File: config.mk
export PLATFORM = sky130hd
export DESIGN_NAME = fsm4_moore_top
export DESIGN_NICKNAME = d
export VERILOG_FILES = /design/src/rtl/fsm4_pkg.sv /design/src/rtl/fsm4_next.sv /design/src/rtl/fsm4_out.sv /design/src/rtl/fsm4_moore_top.sv
export SDC_FILE = /design/constraint.sdc
export NUM_CORES = 1
export LEC_CHECK = 0
export ABC_AREA = 1
export ABC_CLOCK_PERIOD_IN_PS = 900
export CORE_AREA = 2 2 39 41
export DETAILED_ROUTE_END_ITERATION = 10
export DIE_AREA = 0 0 41 43
export GPL_TIMING_DRIVEN = 0
export HOLD_SLACK_MARGIN = 0.15
export SLEW_MARGIN = 40
export SYNTH_ARGS = -nofsm -noshare
export SYNTH_HDL_FRONTEND = slang
export SYNTH_HIERARCHICAL = 1
export SYNTH_SLANG_ARGS = --single-unit
File: constraint.sdc
create_clock -name clk -period 0.9 [get_ports clk]
set_input_delay 0.18 -clock clk [delete_from_list [all_inputs] [get_ports clk]]
set_output_delay 0.18 -clock clk [all_outputs]
set_load 0.01 [all_outputs]
File: src/rtl/fsm4_pkg.sv
package fsm4_pkg;

    localparam int SYM_W = 2;
    localparam int ST_W  = 2;

    typedef enum logic [ST_W-1:0] {
        ST_HOME  = 2'b00,
        ST_ONE   = 2'b01,
        ST_TWO   = 2'b10,
        ST_THREE = 2'b11
    } st_e;

    typedef struct packed {
        st_e  state;
        logic flag;
    } fsm_regs_t;

endpackage

File: src/rtl/fsm4_next.sv
module fsm4_next
    import fsm4_pkg::*;
(
    input  st_e              cur_st,
    input  logic [SYM_W-1:0] sym,
    output st_e              nxt_st
);

    // Next-state table of the merged machine.
    always_comb begin
        nxt_st = ST_HOME;
        unique case (cur_st)
            ST_HOME: begin
                unique case (sym)
                    2'b00:   nxt_st = ST_HOME;
                    2'b01:   nxt_st = ST_ONE;
                    2'b10:   nxt_st = ST_TWO;
                    default: nxt_st = ST_THREE;
                endcase
            end
            ST_ONE: begin
                unique case (sym)
                    2'b00:   nxt_st = ST_HOME;
                    2'b01:   nxt_st = ST_THREE;
                    2'b10:   nxt_st = ST_ONE;
                    default: nxt_st = ST_HOME;
                endcase
            end
            ST_TWO: begin
                unique case (sym)
                    2'b00:   nxt_st = ST_ONE;
                    2'b01:   nxt_st = ST_THREE;
                    2'b10:   nxt_st = ST_TWO;
                    default: nxt_st = ST_HOME;
                endcase
            end
            default: begin
                unique case (sym)
                    2'b00:   nxt_st = ST_ONE;
                    2'b01:   nxt_st = ST_HOME;
                    2'b10:   nxt_st = ST_HOME;
                    default: nxt_st = ST_THREE;
                endcase
            end
        endcase
    end

endmodule

File: src/rtl/fsm4_out.sv
module fsm4_out
    import fsm4_pkg::*;
(
    input  st_e  st,
    output logic flag
);

    // The flag depends on the state alone.
    always_comb begin
        unique case (st)
            ST_HOME, ST_TWO: flag = 1'b1;
            default:         flag = 1'b0;
        endcase
    end

endmodule

File: src/rtl/fsm4_moore_top.sv
module fsm4_moore_top
    import fsm4_pkg::*;
(
    input  logic             clk,
    input  logic             rst_n,
    input  logic [SYM_W-1:0] sym_in,
    output logic             flag_out
);

    fsm_regs_t r_d, r_q;
    st_e       nxt_st;
    logic      nxt_flag;

    fsm4_next i_next (
        .cur_st (r_q.state),
        .sym    (sym_in),
        .nxt_st (nxt_st)
    );

    fsm4_out i_out (
        .st   (nxt_st),
        .flag (nxt_flag)
    );

    // The flag is computed from the next state and registered alongside it.
    always_comb begin
        r_d       = r_q;
        r_d.state = nxt_st;
        r_d.flag  = nxt_flag;
    end

    always_ff @(posedge clk or negedge rst_n) begin
        if (!rst_n) begin
            r_q.state <= ST_HOME;
            r_q.flag  <= 1'b1;
        end else begin
            r_q <= r_d;
        end
    end

    assign flag_out = r_q.flag;

    AST_FLAG_BY_STATE: assert property (@(posedge clk) disable iff (!rst_n)
        flag_out == (r_q.state == ST_HOME || r_q.state == ST_TWO));
    AST_HOME_HOLD: assert property (@(posedge clk) disable iff (!rst_n)
        (r_q.state == ST_HOME && sym_in == 2'b00) |=> r_q.state == ST_HOME);
    AST_ONE_TO_THREE: assert property (@(posedge clk) disable iff (!rst_n)
        (r_q.state == ST_ONE && sym_in == 2'b01) |=> r_q.state == ST_THREE);
    AST_TWO_TO_HOME: assert property (@(posedge clk) disable iff (!rst_n)
        (r_q.state == ST_TWO && sym_in == 2'b11) |=> r_q.state == ST_HOME);
    AST_THREE_HOLD: assert property (@(posedge clk) disable iff (!rst_n)
        (r_q.state == ST_THREE && sym_in == 2'b11) |=> r_q.state == ST_THREE);
    AST_FLAG_STEADY: assert property (@(posedge clk) disable iff (!rst_n)
        $stable(r_q.state) |-> $stable(flag_out));

endmodule

==> metrics.csv <==
stage,metric,value,unit
run_status,status,finished with violations,
run_status,violations,setup timing,
global_route,busiest_layer,met2,
pwr,vdd_drop_max,0.577,mV
synth,yosysTopAreaCell,dfrtp_1,
job,drv_cap,0,
synth,synth_edf_count,0,
timing,fin_crit_sh,113,%
final_layout,nFillCells,151,
timing,hold_slack,0.278,ns
final_layout,stdcell_count,55,
synth,yosys-top-cells-area,"dfrtp_1 (21%), ha_1 (21%), dfstp_2 (11%)",
worst_setup_path,slowest_stage,dfstp_2,
worst_setup_path,crit_buf_inv,1,
global_route,grt_max_degree,7,
timing,final-max-slew-violation-count,0,
placement,dp_hpwl,305,um
worst_setup_path,slowest_delay,0.51,ns
worst_setup_path,critPathLaunchType,register,
timing,setup_viol,1,
global_route,grt_pass1_vias,207,
pwr,internal_power,0.524,mW
timing,fin_skew,0.00198,ns
synth,synth_seq_cells,3,
routing,routed_wl,376,um
floorplan,coreArea,0.00138,mm^2
final_layout,multi_input_area,150,um^2
global_route,met3_usage,3.14,%
synth,yosysWarnings,6,
synth,synth-async-reset-ratio,100,%
pwr,pwr-share-seq,36.1,%
routing,drt_first_pass_iters,1,
global_route,grt.met2_usage,9.38,%
clock_tree,cts_num_sinks,3,
timing,timing.final.ws_setup,-0.114,ns
clock_tree,cts_setup_buffers,0,
pwr,fin_total_pwr,0.809,mW
final_layout,antenna_cells,0,
global_route,grt_pass1_wl,779,um
routing,vias,208,
routing,ant_nets,0,
placement,pre_cts_ws,-0.572,ns
clock_tree,htree_levels,1,
clock_tree,cts_tree,done,
synth,synth_area,234,um^2
clock_tree,cts_buffers,3,
placement,gp_congestion,0.765,
floorplan,die_area,0.00176,mm^2
synth,synth_most_common_cell,inv_1,
synth,synth.avg_cell_area,7.80,um^2
global_route,grt-ovfl-total,0,
worst_setup_path,critPathArrivalTime,0.83,ns
final_layout,fin_area,345,um^2
timing,slew_headroom,90.2,%
timing,finalHoldViolCount,0,
pwr,leakagePower,0.166,nW
routing,wire_per_inst,6.84,um
floorplan,die_h,43,um
pwr,powerDensity,2340,mW/mm^2
synth,synthFlopType,dfrtp_1,
routing,avgViaCountPerCell,3.78,
worst_setup_path,cp_max_fo,1,
timing,fmax,986,MHz
routing,drt_iter0_markers,0,
synth,synthCells,30,
worst_setup_path,crit_family,flip-flops,
floorplan,start_util,16.9,%
worst_setup_path,critPathKind,reg2out,
synth,netlist.area_leader.share,21.4,%
pwr,p_sw_share,35.2,%
worst_setup_path,path_cells,buf_6,
final_layout,register_area,77.6,um^2
synth,synth_common_cells,"inv_1 (6), nand2_1 (5), ha_1 (4), nand3_1 (4)",
placement,numPlacedInstances,50,
final_layout,final_nets,48,
floorplan,die_width,41,um
synth,synth_nets,38,
final_layout,synthToLayoutAreaGrowth,47.6,%
synth,ys_seq_area_share,32.6,%
global_route,grtUsageMet1,7.69,%
floorplan,num_rows,14,
pwr,p_switching,0.285,mW
clock_tree,insertion_delay,0.23,ns
worst_setup_path,cp-end-kind,output port,
clock_tree,clockRootBuffer,clkbuf_4,
floorplan,num_io_pins,5,
placement,io_buffers,4,
global_route,grtUsageTotal,6.32,%
synth,ys_types,13,
clock_tree,clk_pin_slew,0.04,ns
worst_setup_path,crit_cells,1,
pwr,p_comb_share,35.5,%
worst_setup_path,cp.required,0.72,ns
placement,dpl_cell_area,294,um^2
routing,drc,0,
clock_tree,cts_max_path_buffers,2,
worst_setup_path,r2r_cells,6,
timing,worstMarginPinSlew,0.145,ns
timing,fin_crit,1.01,ns
global_route,antenna_found_initial,0,
min_path,hp-class,in2async,
final_layout,drive_gt1_share,48.7,%
pwr,pwr-share-clk,28.4,%
timing,grt_setup_unrepaired,true,
worst paths after layout:
path | to | start | slack, ns
max | flag_out | flag_out | -0.11
min | flag_out | rst_n | 0.28
max reg2reg | flag_out | r_q[1] | 0.03
min reg2reg | r_q[2] | r_q[2] | 0.59
max in group asynchronous | r_q[1] | rst_n | 0.08
min in group clk | r_q[2] | sym_in[1] | 0.38
logic make-up after synthesis:
group,after synthesis,share of synthesized area (%)
flops,3,32.6
compound gates,1,2.14
simple gates,14,31.0
buf+inv,8,12.8
fa+ha+maj,4,21.4
layer usage:
metal  share of wire, %  wire (um)
met5                  0          0
met4                  0          0
met3                4.0         15
met2                 47        177
met1                 48        182
power groups by stage:
stage,Clock (mW),Combinational [mW],Sequential (mW)
2_1_floorplan,0,0.173,0.285
3_3_place_gp,0,0.269,0.286
3_5_place_dp,0,0.271,0.286
4_1_cts,0.247,0.283,0.289
5_1_grt,0.256,0.342,0.301
6_report,0.230,0.287,0.292
area by class of cell:
| class | instances | area share (%) |
|---|---|---|
| clock buffers | 4 | 7.61 |
| inverters | 8 | 8.70 |
| multi-input cells | 19 | 43.5 |
| flip-flops and latches | 3 | 22.5 |
| well taps | 16 | 5.80 |
| repair buffers | 5 | 12.0 |
what timing repair did:
action / 4_1_cts / 5_1_grt
endpoints found under the setup margin: 4 / 4
hold buffers: 1 / 0
pin swaps: 0 / 1
hold endpoints to repair: 2 / 0
resized for setup: 12 / 7
registers in the layout (all words and copies together) (netlist names):
register and count:
r_q 2, flag_out 1
cell usage in the layout (no fill, tap or decap), drive strengths merged:
cell type and n:
inv 8, clkbuf 6, nand2 5, nand3 5, ha 4, nor2 2, dfrtp 2, dfstp 1
dlygate4sd3 1, nand3b 1, o21ai 1, nand4 1, clkdlybuf4s50 1, buf 1
worst register-to-register path: stages (launching register included):
cell and delay (ns):
dfrtp_2 0.43, nor2_1 0.13, nand2_1 0.07, nand2_1 0.06
inv_2 0.03, nand3_2 0.06, inv_2 0.03
per-stage QoR:
step / util [%] / setup TNS (ns)
finish: 25.0 / -0.114
global route: 25.0 / -0.167
CTS: 25.0 / -0.128
detailed placement: 21.2 / -1.91
global placement: 21.2 / -1.91
floorplan: - / 0
Power figures use the tool's default switching activity.
